[src/rtl/ileave_pkg.sv]
package ileave_pkg;

  typedef enum logic [1:0] {
    CMD_DES = 2'd0,
    CMD_ACT = 2'd1,
    CMD_RD  = 2'd2
  } cmd_e;

  typedef struct packed {
    logic cs_n;
    logic ras_n;
    logic cas_n;
    logic we_n;
  } pins_t;

  function automatic pins_t encode_cmd(cmd_e c);
    pins_t p;
    case (c)
      CMD_ACT: p = '{cs_n: 1'b0, ras_n: 1'b0, cas_n: 1'b1, we_n: 1'b1};
      CMD_RD:  p = '{cs_n: 1'b0, ras_n: 1'b1, cas_n: 1'b0, we_n: 1'b1};
      default: p = '{cs_n: 1'b1, ras_n: 1'b1, cas_n: 1'b1, we_n: 1'b1};
    endcase
    return p;
  endfunction

endpackage

[src/rtl/ileave_timer.sv]
module ileave_timer #(
  parameter int CW = 8
) (
  input  logic          clk,
  input  logic          rst_n,
  input  logic          en,
  input  logic          cfg_ok,
  input  logic [CW-1:0] rrd_cyc,
  input  logic [CW-1:0] faw_cyc,
  output logic          run,
  output logic [1:0]    win,
  output logic [1:0]    sub,
  output logic [CW-1:0] slot,
  output logic          pad
);

  logic          run_q, run_d;
  logic [1:0]    win_q, win_d;
  logic [1:0]    sub_q, sub_d;
  logic [CW-1:0] slot_q, slot_d;
  logic [CW-1:0] wpos_q, wpos_d;
  logic          pad_q, pad_d;
  logic          last_slot, end_win, park, adv;

  assign last_slot = (slot_q == rrd_cyc - 1'b1);
  assign end_win   = (wpos_q == faw_cyc - 1'b1);
  assign park      = !cfg_ok || (!en && (pad_q || last_slot));
  assign adv       = run_q || (en && cfg_ok);

  always_comb begin
    run_d  = run_q;
    win_d  = win_q;
    sub_d  = sub_q;
    slot_d = slot_q;
    wpos_d = wpos_q;
    pad_d  = pad_q;
    if (!run_q || park) begin
      run_d  = !run_q && en && cfg_ok;
      win_d  = '0;
      sub_d  = '0;
      slot_d = '0;
      wpos_d = '0;
      pad_d  = 1'b0;
    end else if (end_win) begin
      win_d  = win_q + 2'd1;
      sub_d  = '0;
      slot_d = '0;
      wpos_d = '0;
      pad_d  = 1'b0;
    end else begin
      wpos_d = wpos_q + 1'b1;
      if (!pad_q) begin
        if (last_slot) begin
          if (sub_q == 2'd3) begin
            pad_d = 1'b1;
          end else begin
            slot_d = '0;
            sub_d  = sub_q + 2'd1;
          end
        end else begin
          slot_d = slot_q + 1'b1;
        end
      end
    end
  end

  always_ff @(posedge clk or negedge rst_n) begin
    if (!rst_n) begin
      run_q  <= 1'b0;
      win_q  <= '0;
      sub_q  <= '0;
      slot_q <= '0;
      wpos_q <= '0;
      pad_q  <= 1'b0;
    end else if (adv) begin
      run_q  <= run_d;
      win_q  <= win_d;
      sub_q  <= sub_d;
      slot_q <= slot_d;
      wpos_q <= wpos_d;
      pad_q  <= pad_d;
    end
  end

  assign run  = run_q;
  assign win  = win_q;
  assign sub  = sub_q;
  assign slot = slot_q;
  assign pad  = pad_q;

  // the window position never passes the window length
  assert_wpos_in_window_R4: assert property (@(posedge clk) disable iff (!rst_n || !cfg_ok)
    run_q |-> (wpos_q < faw_cyc));

  // the bank of a sub-loop is held for all its clocks
  assert_sub_steady_R2: assert property (@(posedge clk) disable iff (!rst_n)
    (run_q && $past(run_q) && slot_q != '0) |-> (sub_q == $past(sub_q)));

endmodule

[src/rtl/ileave_decode.sv]
module ileave_decode #(
  parameter int CW = 8
) (
  input  logic              run,
  input  logic [1:0]        win,
  input  logic [1:0]        sub,
  input  logic [CW-1:0]     slot,
  input  logic              pad,
  output ileave_pkg::cmd_e  cmd,
  output logic [2:0]        bank,
  output logic [15:0]       addr,
  output logic [7:0]        data
);
  import ileave_pkg::*;

  localparam logic [3:0] TOG_NIB = 4'hF;
  localparam logic [7:0] TOG_DAT = 8'h33;

  logic odd;

  assign odd = sub[0] ^ win[1];

  always_comb begin
    cmd  = CMD_DES;
    bank = '0;
    addr = '0;
    data = '0;
    if (run) begin
      if (!pad && slot == '0)
        cmd = CMD_ACT;
      else if (!pad && slot == {{(CW-1){1'b0}}, 1'b1})
        cmd = CMD_RD;
      bank      = {win[0], sub};
      addr[6:3] = odd ? TOG_NIB : 4'h0;
      addr[10]  = (cmd == CMD_RD);
      data      = odd ? TOG_DAT : 8'h00;
    end
  end

endmodule

[src/rtl/ileave_rd_seq.sv]
module ileave_rd_seq #(
  parameter int CW = 8
) (
  input  logic          clk,
  input  logic          rst_n,
  input  logic          en,
  input  logic [CW-1:0] rrd_cyc,
  input  logic [CW-1:0] faw_cyc,
  output logic          cs_n,
  output logic          ras_n,
  output logic          cas_n,
  output logic          we_n,
  output logic          cke,
  output logic          odt,
  output logic [2:0]    bank,
  output logic [15:0]   addr,
  output logic [7:0]    data_pat,
  output logic          cfg_err
);
  import ileave_pkg::*;

  localparam int XW = CW + 2;

  logic [1:0]    rst_sync_q;
  logic          rst_sn;
  logic          cfg_ok;
  logic          run, run_eff, pad;
  logic [1:0]    win, sub;
  logic [CW-1:0] slot;
  cmd_e          cmd;
  pins_t         pins;

  always_ff @(posedge clk or negedge rst_n) begin
    if (!rst_n) rst_sync_q <= 2'b00;
    else        rst_sync_q <= {rst_sync_q[0], 1'b1};
  end
  assign rst_sn = rst_sync_q[1];

  assign cfg_ok  = (rrd_cyc >= CW'(2)) &&
                   ({2'b00, faw_cyc} >= XW'({rrd_cyc, 2'b00}));
  assign cfg_err = !cfg_ok;

  ileave_timer #(.CW(CW)) u_timer (
    .clk     (clk),
    .rst_n   (rst_sn),
    .en      (en),
    .cfg_ok  (cfg_ok),
    .rrd_cyc (rrd_cyc),
    .faw_cyc (faw_cyc),
    .run     (run),
    .win     (win),
    .sub     (sub),
    .slot    (slot),
    .pad     (pad)
  );

  assign run_eff = run && cfg_ok;

  ileave_decode #(.CW(CW)) u_decode (
    .run  (run_eff),
    .win  (win),
    .sub  (sub),
    .slot (slot),
    .pad  (pad),
    .cmd  (cmd),
    .bank (bank),
    .addr (addr),
    .data (data_pat)
  );

  assign pins  = encode_cmd(cmd);
  assign cs_n  = pins.cs_n;
  assign ras_n = pins.ras_n;
  assign cas_n = pins.cas_n;
  assign we_n  = pins.we_n;
  assign cke   = 1'b1;
  assign odt   = 1'b0;

  // every activate is followed by a read to the same bank
  assert_act_then_read_R2: assert property (@(posedge clk) disable iff (!rst_sn || cfg_err)
    (!cs_n && !ras_n) |=> (!cs_n && ras_n && !cas_n && $stable(bank)));

  // a column command always carries auto-precharge
  assert_read_autopre_R1: assert property (@(posedge clk) disable iff (!rst_sn)
    (!cs_n && !cas_n) |-> (addr[10] && ras_n && we_n));

  // padding clocks are deselects
  assert_pad_deselect_R4: assert property (@(posedge clk) disable iff (!rst_sn)
    (run_eff && pad) |-> cs_n);

  // an illegal setting stops the loop at the next clock
  assert_err_stops_R8: assert property (@(posedge clk) disable iff (!rst_sn)
    cfg_err |=> !run);

endmodule

[config.mk]
export PLATFORM = sky130hd
export DESIGN_NAME = ileave_rd_seq
export DESIGN_NICKNAME = d
export VERILOG_FILES = /design/src/rtl/ileave_pkg.sv /design/src/rtl/ileave_timer.sv /design/src/rtl/ileave_decode.sv /design/src/rtl/ileave_rd_seq.sv
export SDC_FILE = /design/constraint.sdc
export NUM_CORES = 1
export LEC_CHECK = 0
export BUFFER_PORTS_ARGS = -buffer_cell sky130_fd_sc_hd__buf_2
export CAP_MARGIN = 0
export CORE_MARGIN = 8
export CORE_UTILIZATION = 45
export DETAILED_ROUTE_END_ITERATION = 8
export HOLD_SLACK_MARGIN = 0.12
export PLACE_DENSITY_LB_ADDON = 0.05
export SYNTH_ARGS = -nofsm -noshare
export SYNTH_HDL_FRONTEND = slang
export SYNTH_HIERARCHICAL = 1
export SYNTH_SLANG_ARGS = --single-unit
[constraint.sdc]
create_clock -name clk -period 4.4 [get_ports clk]
set_clock_uncertainty 0.2 [all_clocks]
set_input_delay 0.44 -clock clk [delete_from_list [all_inputs] [get_ports clk]]
set_output_delay 0.44 -clock clk [all_outputs]
set_load 0.01 [all_outputs]
* Word level (Yosys, flattened, before mapping)
Index checks and enable logic that the tools add are counted. Widths: inputs -> output; s select.
Operators by class: $add $sub $neg 6, order comparisons 2, equal/unequal tests 10, muxes and demuxes 30, bitwise operators 1, reduce and logical (&&, ||, !) cells 23
Operators by type and width (number):
- $mux 8 | 8
- $mux 2 | 11
- $add 8x1->8 const B | 2
- $eq 8x8->1 | 2
- $sub 8x1->8 const B | 2
- $ge 8x10->1 | 1
- $eq 8x1->1 const B | 1
- $ge 8x2->1 const B | 1
- $logic_and 1x1->1 | 8
- $logic_not 8->1 | 1
- $mux 4 | 2
- $pmux 4 s2 | 1
- $eq 2x2->1 const B | 3
- $mux 1 | 6
- $mux 6 | 1
- $add 2x1->2 const B | 2
- $logic_not 1->1 | 4
- $logic_or 1x1->1 | 4
- $ne 4x4->1 const B | 1
- $reduce_and 2->1 | 2
- $reduce_and 4->1 | 1
- $mux 3 | 1
- $ne 3x1->1 const B | 1
- $ne 3x3->1 const B | 1
- other kinds (5) | 5
Word-level totals: flip-flop bits (word level) 24, bits of input ports 19, logic and storage cells 79

* Logic depth before layout (Yosys ltp)
depth in word-level cells 8, gate-level depth with buffers 12, gate-level depth less buffers 11

* Hierarchy
Netlist, hierarchy kept.
Modules (own cells, without submodules):
- ileave_timer | instances 1, cells an instance 209, area an instance 1755.4 um^2
- ileave_rd_seq | instances 1, cells an instance 38, area an instance 312.8 um^2
- ileave_decode | instances 1, cells an instance 34, area an instance 251.5 um^2

* Least setup slack after synthesis
No wires, ideal clock.
path type input -> output, start input faw_cyc[2], end output cs_n, arrival time 2.796 ns, path slack 0.964 ns, cell stages on the path 10, cell sequence inv_1 ha_1 nor4bb_1 o311ai_1 a211oi_2 and2_1 or4b_1 nor4_1 inv_1 ha_1
On the way: longest elaborated chain between the ends 6, elaborated cells between the ends (all ways) 7
Ends and longest elaborated chain:
- from (decl) | line ileave_rd_seq.sv:8 | input logic [CW-1:0] faw_cyc,
- $ge 8x10->1 * | line ileave_rd_seq.sv:40 | ({2'b00, faw_cyc} >= XW'({rrd_cyc, 2'b00}));
- $logic_and 1x1->1 * | line ileave_rd_seq.sv:39 | assign cfg_ok = (rrd_cyc >= CW'(2)) &&
- named net cfg_ok | line ileave_rd_seq.sv:26 | logic cfg_ok;
- $logic_and 1x1->1 * | line ileave_rd_seq.sv:57 | assign run_eff = run && cfg_ok;
- named net run_eff | line ileave_rd_seq.sv:27 | logic run, run_eff, pad;
- $mux 2 * | line ileave_decode.sv:28 | if (run) begin
- named net cmd[0] | line ileave_rd_seq.sv:30 | cmd_e cmd;
- $eq 2x2->1 / $eq 2x1->1 (equally long branches) | line ileave_pkg.sv:18 | case (c)
- $pmux 4 s2 * | line ileave_pkg.sv:18
- to (decl) | line ileave_rd_seq.sv:9 | output logic cs_n,
Mark *: on every way through the listed nets, which the timed path passes. The rest lies on a longest branch.

* Worst setup path in the final report
Same ends and word-level chain as after synthesis.

==> impl_metrics.yaml <==
outcome:
  status: "completed"
pwr:
  pwr-share-clk_pct: 28.4
  p_int_mw: 0.324
  vdd_drop_max_mv: 0.149
  netSwitchingPower_mw: 0.133
  switching_share_pct: 29.2
  p_seq_share_pct: 51.4
  combPwrFrac_pct: 20.2
  p_per_area_nw_per_um2: 184
  p_leak_nw: 1.20
floorplan:
  core_area_um2: 5040
  die_w_um: 87.8
  dieArea_um2: 7710
  die_y_um: 87.8
  io_pins: 53
  initial_core_util_pct: 46.0
  num_rows: 26
placed_design:
  gp_congestion: 0.776
  hpwl_mm: 4.23
  place_ws_ns: 0.621
  io_buffers: 34
  dp.cells: 374
worst_setup_path:
  crit_type: "in2out"
  end_kind: "primary output"
  start_kind: "input pin"
  cpPeakStageDelay_ns: 0.46
  worstReg2RegStart: "u_timer/slot[2]"
  worstRegToRegCells: 7
  slowest_stage: "or4b_1"
  r2r_slack_ns: 1.45
  crit_arrival_ns: 3.12
  critical_path_depth: 12
  cp_max_fo: 8
  crit_chain: "buf_2 -> inv_1 -> ha_1 -> nor4bb_1 -> o311ai_1 -> a211oi_2 -> and2_1 -> or4b_1 -> nor4_1 -> inv_1 -> ha_1 -> buf_2"
  crit_buf_inv: 4
  r2r-end: "u_timer/slot[3]"
  worstSetupStartpoint: "faw_cyc[2]"
  cp-endpoint: "cs_n"
  required_ns: 3.76
  cpLargestDelayFamily: "simple AND/OR/NAND/NOR gates"
timing:
  worst_slew_pin_slew_ns: 0.931
  report.final.slew_viol_count: 0
  fin_ws_ns: 0.640
  final.setup.tns_ns: 0
  fin_crit_ns: 3.76
  setup_viol: 0
  rsz0062_at_grt: "no"
  fmax_mhz: 266
  period_share_pct: 85.5
  slew_headroom_pct: 38.0
  finalHoldViolations: 0
grt:
  grt_pass1_wl_mm: 8.60
  grt_max_degree: 23
  gr-usage-all-layers_pct: 13.9
  grt_pass1_vias: 1837
  antenna_found_initial: 0
  grt_overflow: 0
logic_synthesis:
  ys_async_sr_fraction_pct: 100
  synthDistinctLibCells: 60
  ys_ff_latch: 24
  synth.top_cell.area_share_pct: 25.9
  yosys.area.top_type: "dfrtp_1"
  netlist_area_um2: 2320
  postSynthAreaPerCell_um2: 8.26
  synth_most_common_cell: "buf_4"
  yosys-top-cells-area: "dfrtp_1 26%, buf_4 8.7%, ha_1 7.0%"
  yosysWarningCount: 6
  synth-edff-count: 0
  yosys-top-cells-count: "27 x buf_4, 24 x dfrtp_1, 24 x inv_1"
  syn_inst: 281
  synth_flop_cell: "dfrtp_1"
  ys_seq_area_share_pct: 25.9
layout:
  nNetsFinal: 342
  multi_input_area_um2: 1460
  instances_no_fill: 378
  diodes: 0
  seqCellArea_um2: 601
  fillCellCount: 523
  layout-drive-gt1-share_pct: 17.2
  syn_to_final_growth_pct: 7.34
clock_tree:
  cts_buffers: 3
  root_buffer: "clkbuf_8"
  h-tree-depth: 1
  clk-insertion-delay-late_ns: 0.27
  ctsResizeCount: 0
  cts_buffer_depth: 2
  clock_sinks: 24
  cts_tree: "yes"
  clk_pin_slew_ns: 0.08
drt:
  first_pass_iters: 4
  drt_wl_total_mm: 5.29
  vias: 2016
  viasPerCell: 5.33
  wl_per_cell_um: 14.0
  ant_nets: 0
  drtIter0Drc: 79
  drc: 0
worst_hold_path:
  hold_path.class: "reg2reg"
job:
  maxCapViolCount: 0
## cells by family (layout without fill, tap and decap cells)
| kind of cell | Yosys count | in the layout | synth area share (%) |
|---|---|---|---|
| simple gates | 102 | 102 | 25.7 |
| mux | 2 | 2 | 0.917 |
| fa+ha+maj | 13 | 13 | 7.01 |
| other cells | 3 | 19 | 0.485 |
| compound gates | 61 | 61 | 18.7 |
| xor+xnor | 20 | 20 | 7.55 |
| buf+inv | 56 | 67 | 13.8 |
| flops | 24 | 24 | 25.9 |
## metrics by stage
| stage | hold WS (ns) | util [%] | power [mW] | cell area, µm² |
|---|---|---|---|---|
| 2_1_floorplan | -0.0556 | - | 0.312 | 2380 |
| 3_3_place_gp | 0.0259 | 48.4 | 0.330 | 2440 |
| 3_5_place_dp | 0.0263 | 48.4 | 0.331 | 2440 |
| 4_1_cts | 0.161 | 49.4 | 0.464 | 2490 |
| 5_1_grt | 0.183 | 49.4 | 0.487 | 2490 |
| 6_report | 0.156 | 49.4 | 0.457 | 2490 |
## placed cells by master, fill, tap and decap left out, types with 12 or more instances in the layout
cell	instances
a21oi_1	17
buf_2	34
conb_1	19
dfrtp_1	24
ha_1	13
inv_1	24
nand2_1	18
nand3_1	15
nor2_1	13
xor2_1	12
## worst reg2reg max path, stage by stage (launching register included)
cell and delay (ns):
dfrtp_1 0.49, inv_2 0.11, or4_4 0.54, a2111oi_4 0.49
nor2_1 0.09, o32a_1 0.50, nor4b_1 0.34, a211o_1 0.14
## per-layer routing
| layer | part of all wire (%) | up-vias | track usage (%) |
|---|---|---|---|
| met5 | 0 | - | 0 |
| met4 | 1.2 | 0 | 4.84 |
| met3 | 8.5 | 5 | 2.63 |
| met2 | 41 | 63 | 21.9 |
| met1 | 49 | 936 | 18.4 |
| li1 | - | 1012 | - |
## repair_timing
| action | 4_1_cts | 5_1_grt |
|---|---|---|
| setup buffers | 0 | 0 |
| endpoints found under the hold margin | 2 | 0 |
| hold buffers | 1 | 0 |
## worst min path at each step
stage / startpoint / end / depth (start not counted)
after floorplan: rst_n / rst_sync_q[0] / 0
after global placement: rst_n / rst_sync_q[0] / 1
after detailed placement: rst_n / rst_sync_q[1] / 1
after CTS: rst_sync_q[0] / rst_sync_q[1] / 0
after global routing: rst_sync_q[0] / rst_sync_q[1] / 0
final: rst_sync_q[0] / rst_sync_q[1] / 0
## final cells by class
type	instances	area share (%)
clock buffer	3	1.66
timing repair buffer	38	8.14
inverter	26	3.92
tap	70	3.52
sequential	24	24.1
multi-input combinational	217	58.6
## flip-flops by register name, indices dropped and copies added, names as in the netlist
register / flops
u_timer/run: 1
u_timer/slot: 8
rst_sync_q: 2
u_timer/wpos_q: 8
u_timer/win: 2
u_timer/sub: 2
u_timer/pad: 1
## power by group through the flow
stage | combinational, mW | sequential, mW | clock [mW]
floorplan | 0.0759 | 0.236 | 0
global placement | 0.0898 | 0.240 | 0
detailed placement | 0.0912 | 0.240 | 0
CTS | 0.0922 | 0.235 | 0.136
global route | 0.104 | 0.237 | 0.146
finish | 0.0922 | 0.235 | 0.130
Power figures use the tool's default switching activity.
